## config.mk

```make
export PLATFORM = sky130hd
export DESIGN_NAME = serial_rx_frontend
export DESIGN_NICKNAME = d
export VERILOG_FILES = /design/src/rtl/rxfe_pkg.sv /design/src/rtl/rxfe_sync.sv /design/src/rtl/rxfe_centre_timer.sv /design/src/rtl/rxfe_framer.sv /design/src/rtl/serial_rx_frontend.sv
export SDC_FILE = /design/constraint.sdc
export NUM_CORES = 1
export LEC_CHECK = 0
export ABC_AREA = 1
export BUFFER_PORTS_ARGS = -buffer_cell sky130_fd_sc_hd__buf_2
export CORE_MARGIN = 1.5
export CORE_UTILIZATION = 40
export CTS_CLUSTER_SIZE = 16
export DETAILED_ROUTE_END_ITERATION = 8
export GPL_TIMING_DRIVEN = 0
export PLACE_DENSITY = 0.55
export SETUP_SLACK_MARGIN = 0.3
export SLEW_MARGIN = 20
export SYNTH_ARGS = -nofsm -noshare
export SYNTH_HDL_FRONTEND = slang
export SYNTH_SLANG_ARGS = --single-unit
```

## constraint.sdc

```tcl
create_clock -name clk -period 3.4 [get_ports clk]
set_clock_uncertainty 0.05 [all_clocks]
set_input_delay 1.02 -clock clk [delete_from_list [all_inputs] [get_ports clk]]
set_output_delay 1.02 -clock clk [all_outputs]
set_load 0.02 [all_outputs]
```

## src/rtl/rxfe_pkg.sv

```systemverilog
// Shared constants, state encoding and ratio decoding for the serial receiver.
// Assumes at most 16 oversample ticks per bit and at most 8 data bits.
package rxfe_pkg;
    localparam int MAX_OS   = 16;
    localparam int OS_CNT_W = $clog2(MAX_OS + 1);
    localparam int MAX_BITS = 8;
    localparam int IDX_W    = $clog2(MAX_BITS);
    localparam int ERR_W    = 4;

    typedef enum logic [2:0] {
        RX_IDLE,
        RX_START,
        RX_DATA,
        RX_PARITY,
        RX_STOP
    } rx_state_t;

    // Map the mode code to ticks per bit; the reserved code falls back to 16.
    function automatic logic [OS_CNT_W-1:0] os_ratio(input logic [1:0] mode);
        case (mode)
            2'b01:   return OS_CNT_W'(MAX_OS / 2);
            2'b10:   return OS_CNT_W'(MAX_OS / 4);
            default: return OS_CNT_W'(MAX_OS);
        endcase
    endfunction
endpackage

```

## src/rtl/rxfe_sync.sv

```systemverilog
// Multi-stage synchronizer for an asynchronous level.
// Assumes the input is a slow level; the output resets to RST_VAL.
module rxfe_sync #(
    parameter int   STAGES  = 2,
    parameter logic RST_VAL = 1'b1
) (
    input  logic clk,
    input  logic rst_n,
    input  logic din,
    output logic dout
);
    logic [STAGES-1:0] chain;

    // Shift the input through the flop chain.
    always_ff @(posedge clk) begin
        if (!rst_n) chain <= {STAGES{RST_VAL}};
        else        chain <= {chain[STAGES-2:0], din};
    end

    assign dout = chain[STAGES-1];
endmodule

```

## src/rtl/rxfe_centre_timer.sv

```systemverilog
// Counts oversample ticks and flags each bit centre.
// After arm, the first centre comes `half` ticks later; each later one comes
// `full` ticks after the previous. Assumes half >= 1 and full >= 2.
module rxfe_centre_timer #(
    parameter int W = 5
) (
    input  logic         clk,
    input  logic         rst_n,
    input  logic         os_tick,
    input  logic         arm,
    input  logic         active,
    input  logic [W-1:0] half,
    input  logic [W-1:0] full,
    output logic         centre
);
    logic [W-1:0] cnt;
    logic [W-1:0] target;

    // A centre falls on the tick that completes the current interval.
    always_comb centre = active && os_tick && (cnt == target - W'(1));

    // Advance the tick count and reload the interval at each centre.
    always_ff @(posedge clk) begin
        if (!rst_n) begin
            cnt    <= '0;
            target <= '0;
        end else if (arm) begin
            cnt    <= '0;
            target <= half;
        end else if (active && os_tick) begin
            if (centre) begin
                cnt    <= '0;
                target <= full;
            end else begin
                cnt <= cnt + W'(1);
            end
        end
    end
endmodule

```

## src/rtl/rxfe_framer.sv

```systemverilog
// Character framing state machine: start validation, data assembly,
// parity and stop checks, error flags and overrun tracking.
// Assumes rx_s is already synchronized and that centre pulses come only while busy.
module rxfe_framer
    import rxfe_pkg::*;
(
    input  logic                clk,
    input  logic                rst_n,
    input  logic                os_tick,
    input  logic                rx_s,
    input  logic                centre,
    input  logic [1:0]          word_len,
    input  logic                parity_on,
    input  logic                parity_even,
    input  logic                two_stop,
    input  logic                rx_taken,
    output logic                arm,
    output logic                busy,
    output logic                rx_strobe,
    output logic [MAX_BITS-1:0] rx_data,
    output logic [ERR_W-1:0]    rx_err
);
    rx_state_t           state;
    logic [IDX_W-1:0]    idx;
    logic                stop_idx;
    logic [MAX_BITS-1:0] shreg;
    logic                par_acc;
    logic                par_bad;
    logic                fe_acc;
    logic                all_low;
    logic                last_lvl;
    logic                unread;

    logic [IDX_W-1:0]    last_idx;
    logic                last_stop;
    logic                emit;
    logic                fe_final;
    logic                brk_final;
    logic [1:0]          align;

    // Decode the frame shape and the values of the closing stop sample.
    always_comb begin
        last_idx  = {1'b1, word_len};
        last_stop = !two_stop || stop_idx;
        emit      = centre && (state == RX_STOP) && last_stop;
        fe_final  = fe_acc | ~rx_s;
        brk_final = all_low & ~rx_s;
        align     = 2'd3 - word_len;
        arm       = (state == RX_IDLE) && os_tick && !rx_s && last_lvl;
        busy      = (state != RX_IDLE);
    end

    // Record the line level at every tick for falling-edge detection.
    always_ff @(posedge clk) begin
        if (!rst_n)       last_lvl <= 1'b1;
        else if (os_tick) last_lvl <= rx_s;
    end

    // Walk the frame one centre sample at a time.
    always_ff @(posedge clk) begin
        if (!rst_n) begin
            state    <= RX_IDLE;
            idx      <= '0;
            stop_idx <= 1'b0;
            shreg    <= '0;
            par_acc  <= 1'b0;
            par_bad  <= 1'b0;
            fe_acc   <= 1'b0;
            all_low  <= 1'b1;
        end else begin
            case (state)
                RX_IDLE: if (arm) state <= RX_START;
                RX_START: if (centre) begin
                    if (rx_s) begin
                        state <= RX_IDLE;
                    end else begin
                        state    <= RX_DATA;
                        idx      <= '0;
                        stop_idx <= 1'b0;
                        par_acc  <= 1'b0;
                        par_bad  <= 1'b0;
                        fe_acc   <= 1'b0;
                        all_low  <= 1'b1;
                    end
                end
                RX_DATA: if (centre) begin
                    shreg   <= {rx_s, shreg[MAX_BITS-1:1]};
                    par_acc <= par_acc ^ rx_s;
                    all_low <= all_low & ~rx_s;
                    idx     <= idx + IDX_W'(1);
                    if (idx == last_idx) state <= parity_on ? RX_PARITY : RX_STOP;
                end
                RX_PARITY: if (centre) begin
                    par_bad <= par_acc ^ rx_s ^ ~parity_even;
                    all_low <= all_low & ~rx_s;
                    state   <= RX_STOP;
                end
                RX_STOP: if (centre) begin
                    fe_acc   <= fe_final;
                    all_low  <= brk_final;
                    stop_idx <= 1'b1;
                    if (last_stop) state <= RX_IDLE;
                end
                default: state <= RX_IDLE;
            endcase
        end
    end

    // Track whether the last delivered character is still unacknowledged.
    always_ff @(posedge clk) begin
        if (!rst_n)        unread <= 1'b0;
        else if (emit)     unread <= 1'b1;
        else if (rx_taken) unread <= 1'b0;
    end

    // Present the character and its flags with a one-clock strobe.
    always_ff @(posedge clk) begin
        if (!rst_n) begin
            rx_strobe <= 1'b0;
            rx_data   <= '0;
            rx_err    <= '0;
        end else begin
            rx_strobe <= emit;
            if (emit) begin
                rx_data <= shreg >> align;
                rx_err  <= {brk_final, fe_final, par_bad, unread & ~rx_taken};
            end
        end
    end
endmodule

```

## src/rtl/serial_rx_frontend.sv

```systemverilog
// Serial receive front end: synchronizer, bit-centre timer and framer.
// Assumes os_tick is a one-clock enable at the oversample rate and the
// line-control inputs stay constant while a character is in flight.
module serial_rx_frontend
    import rxfe_pkg::*;
#(
    parameter int SYNC_STAGES = 2
) (
    input  logic                clk,
    input  logic                rst_n,
    input  logic                os_tick,
    input  logic                rx_pin,
    input  logic [1:0]          os_mode,
    input  logic [1:0]          word_len,
    input  logic                parity_on,
    input  logic                parity_even,
    input  logic                two_stop,
    input  logic                rx_taken,
    output logic                rx_strobe,
    output logic [MAX_BITS-1:0] rx_data,
    output logic [ERR_W-1:0]    rx_err
);
    logic                rx_s;
    logic                arm;
    logic                busy;
    logic                centre;
    logic [OS_CNT_W-1:0] full_ticks;
    logic [OS_CNT_W-1:0] half_ticks;

    // Derive the bit period and the start-bit offset from the mode.
    always_comb begin
        full_ticks = os_ratio(os_mode);
        half_ticks = full_ticks >> 1;
    end

    rxfe_sync #(.STAGES(SYNC_STAGES), .RST_VAL(1'b1)) u_sync (
        .clk  (clk),
        .rst_n(rst_n),
        .din  (rx_pin),
        .dout (rx_s)
    );

    rxfe_centre_timer #(.W(OS_CNT_W)) u_timer (
        .clk    (clk),
        .rst_n  (rst_n),
        .os_tick(os_tick),
        .arm    (arm),
        .active (busy),
        .half   (half_ticks),
        .full   (full_ticks),
        .centre (centre)
    );

    rxfe_framer u_framer (
        .clk        (clk),
        .rst_n      (rst_n),
        .os_tick    (os_tick),
        .rx_s       (rx_s),
        .centre     (centre),
        .word_len   (word_len),
        .parity_on  (parity_on),
        .parity_even(parity_even),
        .two_stop   (two_stop),
        .rx_taken   (rx_taken),
        .arm        (arm),
        .busy       (busy),
        .rx_strobe  (rx_strobe),
        .rx_data    (rx_data),
        .rx_err     (rx_err)
    );
endmodule

```

# After elaboration in Yosys (flattened, before gate mapping)
# Index checks and enable logic that the tools add are counted.
dict set report op_classes {
  add_sub_neg 4
  eq_ne 17
  shifts 1
  mux 35
  bitwise 9
  reduce_logical 29
}
# operator n
set op_table {}
lappend op_table {{$mux 3} 11}
lappend op_table {{$reduce_and 4->1} 4}
lappend op_table {{$pmux 3 s5} 1}
lappend op_table {{$ne 2x1->1 const B} 7}
lappend op_table {{$reduce_bool 2->1} 7}
lappend op_table {{$mux 4} 3}
lappend op_table {{$mux 1} 11}
lappend op_table {{$pmux 1 s2} 5}
lappend op_table {{$pmux 5 s2} 1}
lappend op_table {{$shr 8x2->8} 1}
lappend op_table {{$logic_and 1x1->1} 7}
lappend op_table {{$reduce_and 7->1} 1}
lappend op_table {{$eq 3x2->1 const B} 2}
lappend op_table {{$pmux 3 s2} 1}
lappend op_table {{$reduce_and 2->1} 3}
lappend op_table {{$add 5x1->5 const B} 1}
lappend op_table {{$eq 5x5->1} 1}
lappend op_table {{$mux 5} 1}
lappend op_table {{$sub 5x1->5 const B} 1}
lappend op_table {{$ne 2x2->1 const B} 2}
lappend op_table {{$not 1->1} 4}
lappend op_table {{$add 3x1->3 const B} 1}
lappend op_table {{$eq 3x1->1 const B} 1}
lappend op_table {{$eq 3x3->1} 1}
lappend op_table {{other kinds (14)} 17}
dict set report word_totals {
  regBits 46
  inputBits 12
  output_inout_bits 13
  wordCells 112
}

# Longest topological paths before layout
# Gate-level depths: netlist (run 1).
dict set report logic_depth {
  depth_word 6
  ltp_mapped 12
}

# Hierarchy
# Synthesis (run 1) repeated with hierarchy kept, for this count alone.
dict set report unflattened {
  cells_unflattened 372
  hier_area_um2 2472.4
}
# module n_inst cells_per_inst area_per_inst_um2 seq_area_each_um2
set modules_own_cells {}
lappend modules_own_cells {rxfe_framer 1 230 1642.8 680.7}
lappend modules_own_cells {rxfe_centre_timer 1 131 738.2 200.2}
lappend modules_own_cells {rxfe_sync 1 6 55.1 40.0}
lappend modules_own_cells {serial_rx_frontend 1 5 36.3 0.0}

# Least setup slack after synthesis (run 1)
# OpenSTA, ideal clock, no wires.
dict set report synth_path {
  path_kind {input -> register}
  start {input port word_len[1]}
  end {register u_framer.state[1]}
  setup_ns 0.115
  t_arrival_ns 1.949
  path_slack_ns 1.286
  cell_stages 10
  n_path_buf 1
  path_cell_list {buf_2 > inv_1 > nand2_1 > nand3_1 > nor2_1 > nor2_1 > nor2_1 > nand3_1 > nand2_1 > nor2_1}
}
dict set report synth_via {
  elab_chain_len 3
}
# element line
set synth_rtl {}
lappend synth_rtl {{from (decl)} serial_rx_frontend.sv:14} ;# input logic [1:0] word_len,
lappend synth_rtl {{$eq 3x3->1} rxfe_framer.sv:91} ;# if (idx == last_idx) state <= parity_on ? RX_PARITY : RX_STOP;
lappend synth_rtl {{$ne 2x1->1 (no source line)} --}
lappend synth_rtl {{$reduce_and 7->1 (no source line)} --}
lappend synth_rtl {{to (signal assigned)} rxfe_framer.sv:91}
lappend synth_rtl {{to (decl)} rxfe_framer.sv:23} ;# rx_state_t state;
# Every way passes these cells.
# A chain may end at the register's enable or synchronous reset.

# Worst setup path after layout (run 1)
dict set report layout_path {
  start {input port rst_n}
  end {register u_timer.cnt[4]}
}
dict set report layout_via {
  elab_chain_len 2
}
# element line
set layout_rtl {}
lappend layout_rtl {{from (decl)} serial_rx_frontend.sv:10} ;# input logic rst_n,
lappend layout_rtl {{$not 1->1 (no source line)} --}
lappend layout_rtl {{$reduce_or 2->1 (no source line)} --}
lappend layout_rtl {{to (signal assigned)} rxfe_centre_timer.sv:35} ;# cnt <= cnt + W'(1);
lappend layout_rtl {{to (decl)} rxfe_centre_timer.sv:16} ;# logic [W-1:0] cnt;
# Every way passes these cells.

==> results of run 1 <==
-- worst max-delay path, delay by kind of cell --
kind | cells | cell delay [ns]
buffers and inverters | 2 | 0.44
AND/OR/NAND/NOR | 3 | 0.80
-- state kept, by name, indices dropped and copies added, names as in the netlist --
register	flops
u_framer.par_acc	1
u_framer.shreg	8
u_framer.unread	1
u_sync.chain	2
u_framer.rx_strobe	1
u_framer.idx	3
u_framer.last_lvl	1
u_framer.state	3
u_timer.target	4
u_timer.cnt	5
u_framer.fe_acc	1
u_framer.rx_err	4
u_framer.par_bad	1
u_framer.stop_idx	1
u_framer.all_low	1
u_framer.rx_data	8
-- logic make-up after synthesis --
kind of cell / Yosys count / synth area share
fa+ha+maj: 6 / 0.0317
mux: 8 / 0.0338
buf+inv: 46 / 0.0820
compound gates: 43 / 0.0952
flops: 45 / 0.381
simple gates: 189 / 0.358
xor+xnor: 5 / 0.0185
-- through the flow --
stage | worst slack (ns) | hold WS (ns)
after floorplan | 1.29 | 0.343
after global routing | 1.11 | 0.390
after global placement | 0.962 | 0.358
after CTS | 1.29 | 0.384
final | 1.31 | 0.379
after detailed placement | 0.974 | 0.365
-- placed cells by master, fill, tap and decap left out, types with 2 or more instances in the layout --
cell / synthesis / layout
ha_1: 6 / 6
nand3_1: 36 / 36
clkbuf_8: 0 / 5
or2_2: 3 / 3
a21oi_1: 23 / 23
clkbuf_1: 3 / 3
nand2_1: 95 / 95
inv_1: 34 / 34
buf_2: 3 / 25
nand4_1: 3 / 3
mux2i_1: 8 / 8
xor2_1: 2 / 2
o22ai_1: 3 / 3
buf_4: 2 / 2
dfxtp_1: 45 / 45
o21ai_0: 15 / 15
nand2_2: 4 / 4
nor2_4: 3 / 3
nand3_2: 2 / 2
nor3_1: 3 / 3
xnor2_1: 3 / 3
nor2_1: 37 / 37
-- routing by layer --
metal / up-vias / track usage / part of all wire / wire, µm
met5: - / 0 / 0 / 0
met3: 8 / 0.0377 / 0.041 / 218
met2: 39 / 0.271 / 0.41 / 2170
li1: 1153 / - / - / -
met4: 0 / 0.0569 / 0.013 / 67
met1: 963 / 0.260 / 0.53 / 2820
-- where the power goes --
part	switching (µW)	leakage, µW	total [µW]	internal, µW
combinational	237	0.000818	347	110
sequential	28.3	0.000364	579	550
clock	183	0.0000540	397	214
total	448	0.00124	1320	874
-- how the worst min path moves through the flow --
stage / from / endpoint / slack [ns] / depth (start not counted)
after global routing: u_sync.chain[0] / u_sync.chain[1] / 0.39 / 1
final: u_sync.chain[0] / u_sync.chain[1] / 0.38 / 1
after floorplan: u_sync.chain[0] / u_sync.chain[1] / 0.34 / 1
after CTS: u_sync.chain[0] / u_sync.chain[1] / 0.38 / 1
after detailed placement: u_sync.chain[0] / u_sync.chain[1] / 0.37 / 1
after global placement: u_sync.chain[0] / u_sync.chain[1] / 0.36 / 1
-- cell type report --
| type | count | area share |
|---|---|---|
| inverter | 37 | 0.0530 |
| sequential | 45 | 0.337 |
| clock buffer | 5 | 0.0258 |
| timing repair buffer | 22 | 0.0412 |
| tap | 72 | 0.0337 |
| multi-input combinational | 251 | 0.476 |
| clock inverter | 2 | 0.0131 |
| buffer | 9 | 0.0197 |
==> results.py, run 1 <==
metrics = {
    "timing": {
        "maxSlewViolCount": 0,
        "period_share": 0.614,
        "relSlewSlack": 0.670,
        "fmax_ghz": 0.479,
        "max_slew.worst_pin.slew_ns": 0.495,
        "setup_viol": 0,
        "final_hold_viol_count": 0,
        "setup_tns_ns": 0,
        "fin_crit_ns": 2.09,
        "rsz0062_at_grt": "false",
    },
    "placement": {
        "place.gp.congestion": 0.792,
        "dpl_cell_area_um2": 2570,
        "portBuffers": 22,
        "hpwl_mm": 3.95,
        "dp_cells": 436,
    },
    "logic_synthesis": {
        "ys_top_cells_by_count": "nand2_1, dfxtp_1, nor2_1",
        "synth_ff_type": "dfxtp_1",
        "ys_async_sr_fraction": 0,
        "ys_ff_latch": 45,
        "ys_seq_area_frac": 0.381,
        "yosys.area.top_type": "dfxtp_1",
        "syn-num-nets": 360,
        "syn_area_per_cell_um2": 6.92,
        "yosysUniqueCellTypes": 30,
        "synth.area.top_cells": "dfxtp_1, nand2_1, nand3_1",
        "synthCells": 342,
        "yosysMostFrequentCell": "nand2_1",
        "syn_area_um2": 2370,
        "ys_warn_count": 0,
        "yosysTopAreaCellShare": 0.381,
        "synth_edf_count": 0,
    },
    "cts": {
        "clockBufferDepth": 2,
        "insertion_delay_ns": 0.30,
        "root_buffer": "clkbuf_8",
        "cts_max_level": 2,
        "ctsHoldBuffers": 0,
        "clock_sinks": 45,
        "ctsResizeCount": 0,
        "post-cts-setup-buffers": 0,
        "tritoncts": "built",
        "cts_buffers": 5,
        "clk_pin_slew_ns": 0.09,
    },
    "route": {
        "wl_mm": 5.28,
        "dr.pass1.iters": 4,
        "drc": 0,
        "via_count": 2163,
        "drtIter0Drc": 130,
        "wire_per_inst_um": 11.9,
        "ant_nets": 0,
        "vias_per_cell": 4.88,
    },
    "floorplanning": {
        "die_y_um": 79.9,
        "fp.dieW_um": 79.9,
        "die-area_um2": 6390,
        "initial_core_util": 0.422,
        "num_rows": 27,
        "io_pins": 25,
        "core_um2": 5610,
    },
    "worst_setup_path": {
        "arrival_ns": 2.26,
        "path_cells": "buf_2, clkinv_1, nor2_1, nand2_1, nor3_1",
        "setup.worst_path.class": "primary input to flip-flop",
        "r2r-start": "u_timer.target[1]",
        "start_kind": "primary input",
        "slowest_delay_ns": 0.37,
        "slowest_stage": "nor2_1",
        "end_kind": "flip-flop",
        "ff2ff_path_depth": 12,
        "reg2reg_to": "u_framer.state[1]",
        "critPathMaxFanout": 9,
        "crit_start": "rst_n",
        "ff2ff_setup_slack_ns": 1.37,
        "crit_end": "u_timer.cnt[4]",
        "cp.required_ns": 3.58,
    },
    "status": {
        "status": "complete, no violations",
    },
    "finish": {
        "nets": 389,
        "final_cells": 443,
        "n_antenna_cell": 0,
        "syn_to_final_growth_pct": 12.9,
        "multi_input_area_um2": 1270,
        "final_layout_size_suffix_gt1_frac": 0.140,
        "n_fill_cell": 622,
        "stdcell_area_um2": 2670,
        "seq_area_um2": 901,
        "post-route-util": 0.476,
    },
    "global_routing": {
        "antenna_found_initial": 0,
        "grt_max_degree": 14,
        "grt_util_all_layers": 0.182,
        "overflow": 0,
        "grt_pass1_vias": 1963,
        "grt_pass1_wl_mm": 9.07,
    },
    "power_and_ir_drop": {
        "finalPower_uw": 1320,
        "power.leakage_uw": 0.00124,
        "peakVddDrop_mv": 0.335,
        "p_per_area_nw_per_um2": 495,
    },
    "job": {
        "maxCapViolCount": 0,
    },
    "hold_path": {
        "hold_class": "flip-flop to flip-flop",
    },
}
Note: power is estimated with default switching activity, not from simulation.
==> run 2: changes to the inputs <==
ABC_AREA = 0   (was 1)
PLACE_DENSITY = 0.57   (was 0.55)
clock period = 1.7 ns   (was 3.4 ns; I/O delays follow)
==> results.py, run 2 <==
metrics = {
    "global_routing": {
        "overflow": 0,
        "grt_pass1_vias": 2046,
        "grt_pass1_wl_mm": 9.60,
        "grt_util_all_layers": 0.197,
        "grt_max_degree": 15,
        "antenna_found_initial": 0,
    },
    "floorplanning": {
        "die_y_um": 79.9,
        "die-area_um2": 6390,
        "io_pins": 25,
        "initial_core_util": 0.422,
        "num_rows": 27,
        "core_um2": 5610,
        "fp.dieW_um": 79.9,
    },
    "cts": {
        "tritoncts": "built",
        "ctsHoldBuffers": 0,
        "clock_sinks": 45,
        "root_buffer": "clkbuf_8",
        "clockBufferDepth": 2,
        "clk_pin_slew_ns": 0.09,
        "cts_buffers": 5,
        "cts_max_level": 2,
        "insertion_delay_ns": 0.30,
    },
    "placement": {
        "hpwl_mm": 3.75,
        "place.gp.congestion": 0.795,
        "portBuffers": 22,
    },
    "route": {
        "drc": 0,
        "dr_wl_met2_mm": 2.91,
        "wl_met1_mm": 2.54,
        "drtIter0Drc": 117,
        "wire_per_inst_um": 15.3,
        "wl_mm": 5.70,
        "ant_nets": 0,
        "via_count": 1965,
        "top_layer_used": "met4",
        "vias_per_cell": 5.28,
        "route.met3.wl_um": 187,
        "dr.pass1.iters": 4,
    },
    "power_and_ir_drop": {
        "p_per_area_nw_per_um2": 790,
        "comb_power_share": 0.211,
        "finalPower_uw": 2510,
        "peakVddDrop_mv": 0.699,
        "power.leakage_uw": 0.00126,
        "seq_power_share": 0.447,
        "netSwitchingPower_uw": 711,
        "pwr-share-clk": 0.342,
        "internal_power_uw": 1800,
        "netSwitchingFraction": 0.283,
    },
    "logic_synthesis": {
        "synth_edf_count": 0,
        "ys_async_sr_fraction": 0,
        "synthCells": 250,
        "yosys.area.top_type": "dfxtp_1",
        "yosysMostFrequentCell": "dfxtp_1",
        "ys_top_cells_by_count": "dfxtp_1, nand2_1, mux2i_1",
        "syn-num-nets": 268,
        "syn_area_per_cell_um2": 9.46,
        "synth.area.top_cells": "dfxtp_1, mux2i_1, nor2b_1",
        "ys_seq_area_frac": 0.381,
        "syn_area_um2": 2370,
        "yosysUniqueCellTypes": 53,
        "synth_ff_type": "dfxtp_1",
        "ys_ff_latch": 45,
        "ys_warn_count": 0,
        "yosysTopAreaCellShare": 0.381,
    },
    "timing": {
        "setup_tns_ns": -5.27,
        "relSlewSlack": 0.657,
        "max_slew.worst_pin.slew_ns": 0.514,
        "fmax_ghz": 0.517,
        "rsz0062_at_grt": "true",
        "maxSlewViolCount": 0,
        "period_share": 1.14,
        "setup_ws_ns": -0.234,
        "fin_crit_ns": 1.93,
        "final_hold_viol_count": 0,
        "setup_viol": 39,
    },
    "finish": {
        "nets": 317,
        "layout_common_cells": "dfxtp_1, nand2_1, buf_4",
        "final_common_cell": "dfxtp_1",
        "largestRegisters": "u_framer.rx_data: 8 flops, u_framer.shreg: 8 flops, u_timer.cnt: 5 flops",
        "n_antenna_cell": 0,
        "final_layout_size_suffix_gt1_frac": 0.370,
        "syn_to_final_growth_pct": 34.3,
        "post-route-util": 0.566,
    },
    "hold_path": {
        "hold_class": "primary input to flip-flop",
    },
    "status": {
        "status": "finished, violations left",
        "violations": "setup timing",
    },
    "worst_setup_path": {
        "start_kind": "flip-flop",
        "setup.worst_path.class": "flip-flop to flip-flop",
        "end_kind": "flip-flop",
        "cp.required_ns": 1.85,
        "arrival_ns": 2.09,
        "critPathMaxFanout": 7,
    },
    "job": {
        "maxCapViolCount": 0,
    },
}
## run 2: changes by cell type after synthesis, sizes merged, moves of 10 or more
cell	before	now
mux2i	8	18
nor2b	0	15
nand2	100	24
nor2	40	8
inv	36	11
nand3	38	8
a21oi	23	9
## run 2: area by class of cell
cell class	instances	area (µm²)
Fill cell	523	2430
Inverter	11	41.3
Multi-Input combinational cell	180	1570
Clock buffer	6	82.6
Tap cell	72	90.1
Timing Repair Buffer	42	333
Sequential cell	45	910
Clock inverter	2	37.5
Buffer	14	109
## run 2: cells by family (layout without fill, tap and decap cells)
family | count (synthesis) | count (layout) | synth area share
buf+inv | 25 | 75 | 0.0492
mux | 23 | 23 | 0.105
fa+ha+maj | 6 | 6 | 0.0317
flops | 45 | 45 | 0.381
xor+xnor | 14 | 14 | 0.0677
compound gates | 52 | 52 | 0.151
simple gates | 85 | 85 | 0.215
## run 2: metal layers
layer / global-route usage / up-vias
li1: - / 975
met1: 0.236 / 947
met2: 0.343 / 35
met3: 0.0400 / 8
met4: 0.0793 / 0
met5: 0 / -
## run 2: path summary, 6_finish.rpt
path | depth (start not counted) | startpoint | slack (ns) | to
worst min register to register | 1 | u_sync.chain[0] | 0.37 | u_sync.chain[1]
worst min-delay path | 2 | rx_pin | 0.34 | u_sync.chain[0]
worst max-delay path | 10 | u_timer.target[1] | -0.23 | u_framer.par_bad
worst max register to register | 10 | u_timer.target[1] | -0.23 | u_framer.par_bad
## run 2: critical path: stages (launching register included)
cell,delay [ns]
dfxtp_4,0.38
inv_2,0.05
ha_4,0.28
xor2_4,0.16
buf_6,0.12
nand4_4,0.11
buf_4,0.18
nor2_4,0.11
buf_6,0.13
a31oi_1,0.08
a41o_1,0.20
## run 2: metrics by stage
stage               area [µm²]  cells  hold slack (ns)  setup WS [ns]
floorplan                 2420    250            0.336         -0.151
global placement          2620    344            0.339         -0.477
detailed placement        2620    344            0.353         -0.452
CTS                       3020    367            0.335         -0.212
global route              3180    372            0.338         -0.334
finish                    3180    372            0.338         -0.234
## run 2: power by group through the flow
stage	combinational [µW]	clock, µW	sequential [µW]
6_report	529	858	1120
5_1_grt	575	932	1130
4_1_cts	479	884	1120
3_5_place_dp	400	0	1140
3_3_place_gp	399	0	1140
2_1_floorplan	318	0	1130
## run 2: repair_timing
action | 4_1_cts | 5_1_grt
hold endpoints to repair | 0 | 0
gates cloned | 1 | 0
pin swaps | 12 | 12
buffers inserted | 14 | 5
endpoints found under the setup margin | 42 | 49
gates resized for setup | 28 | 31
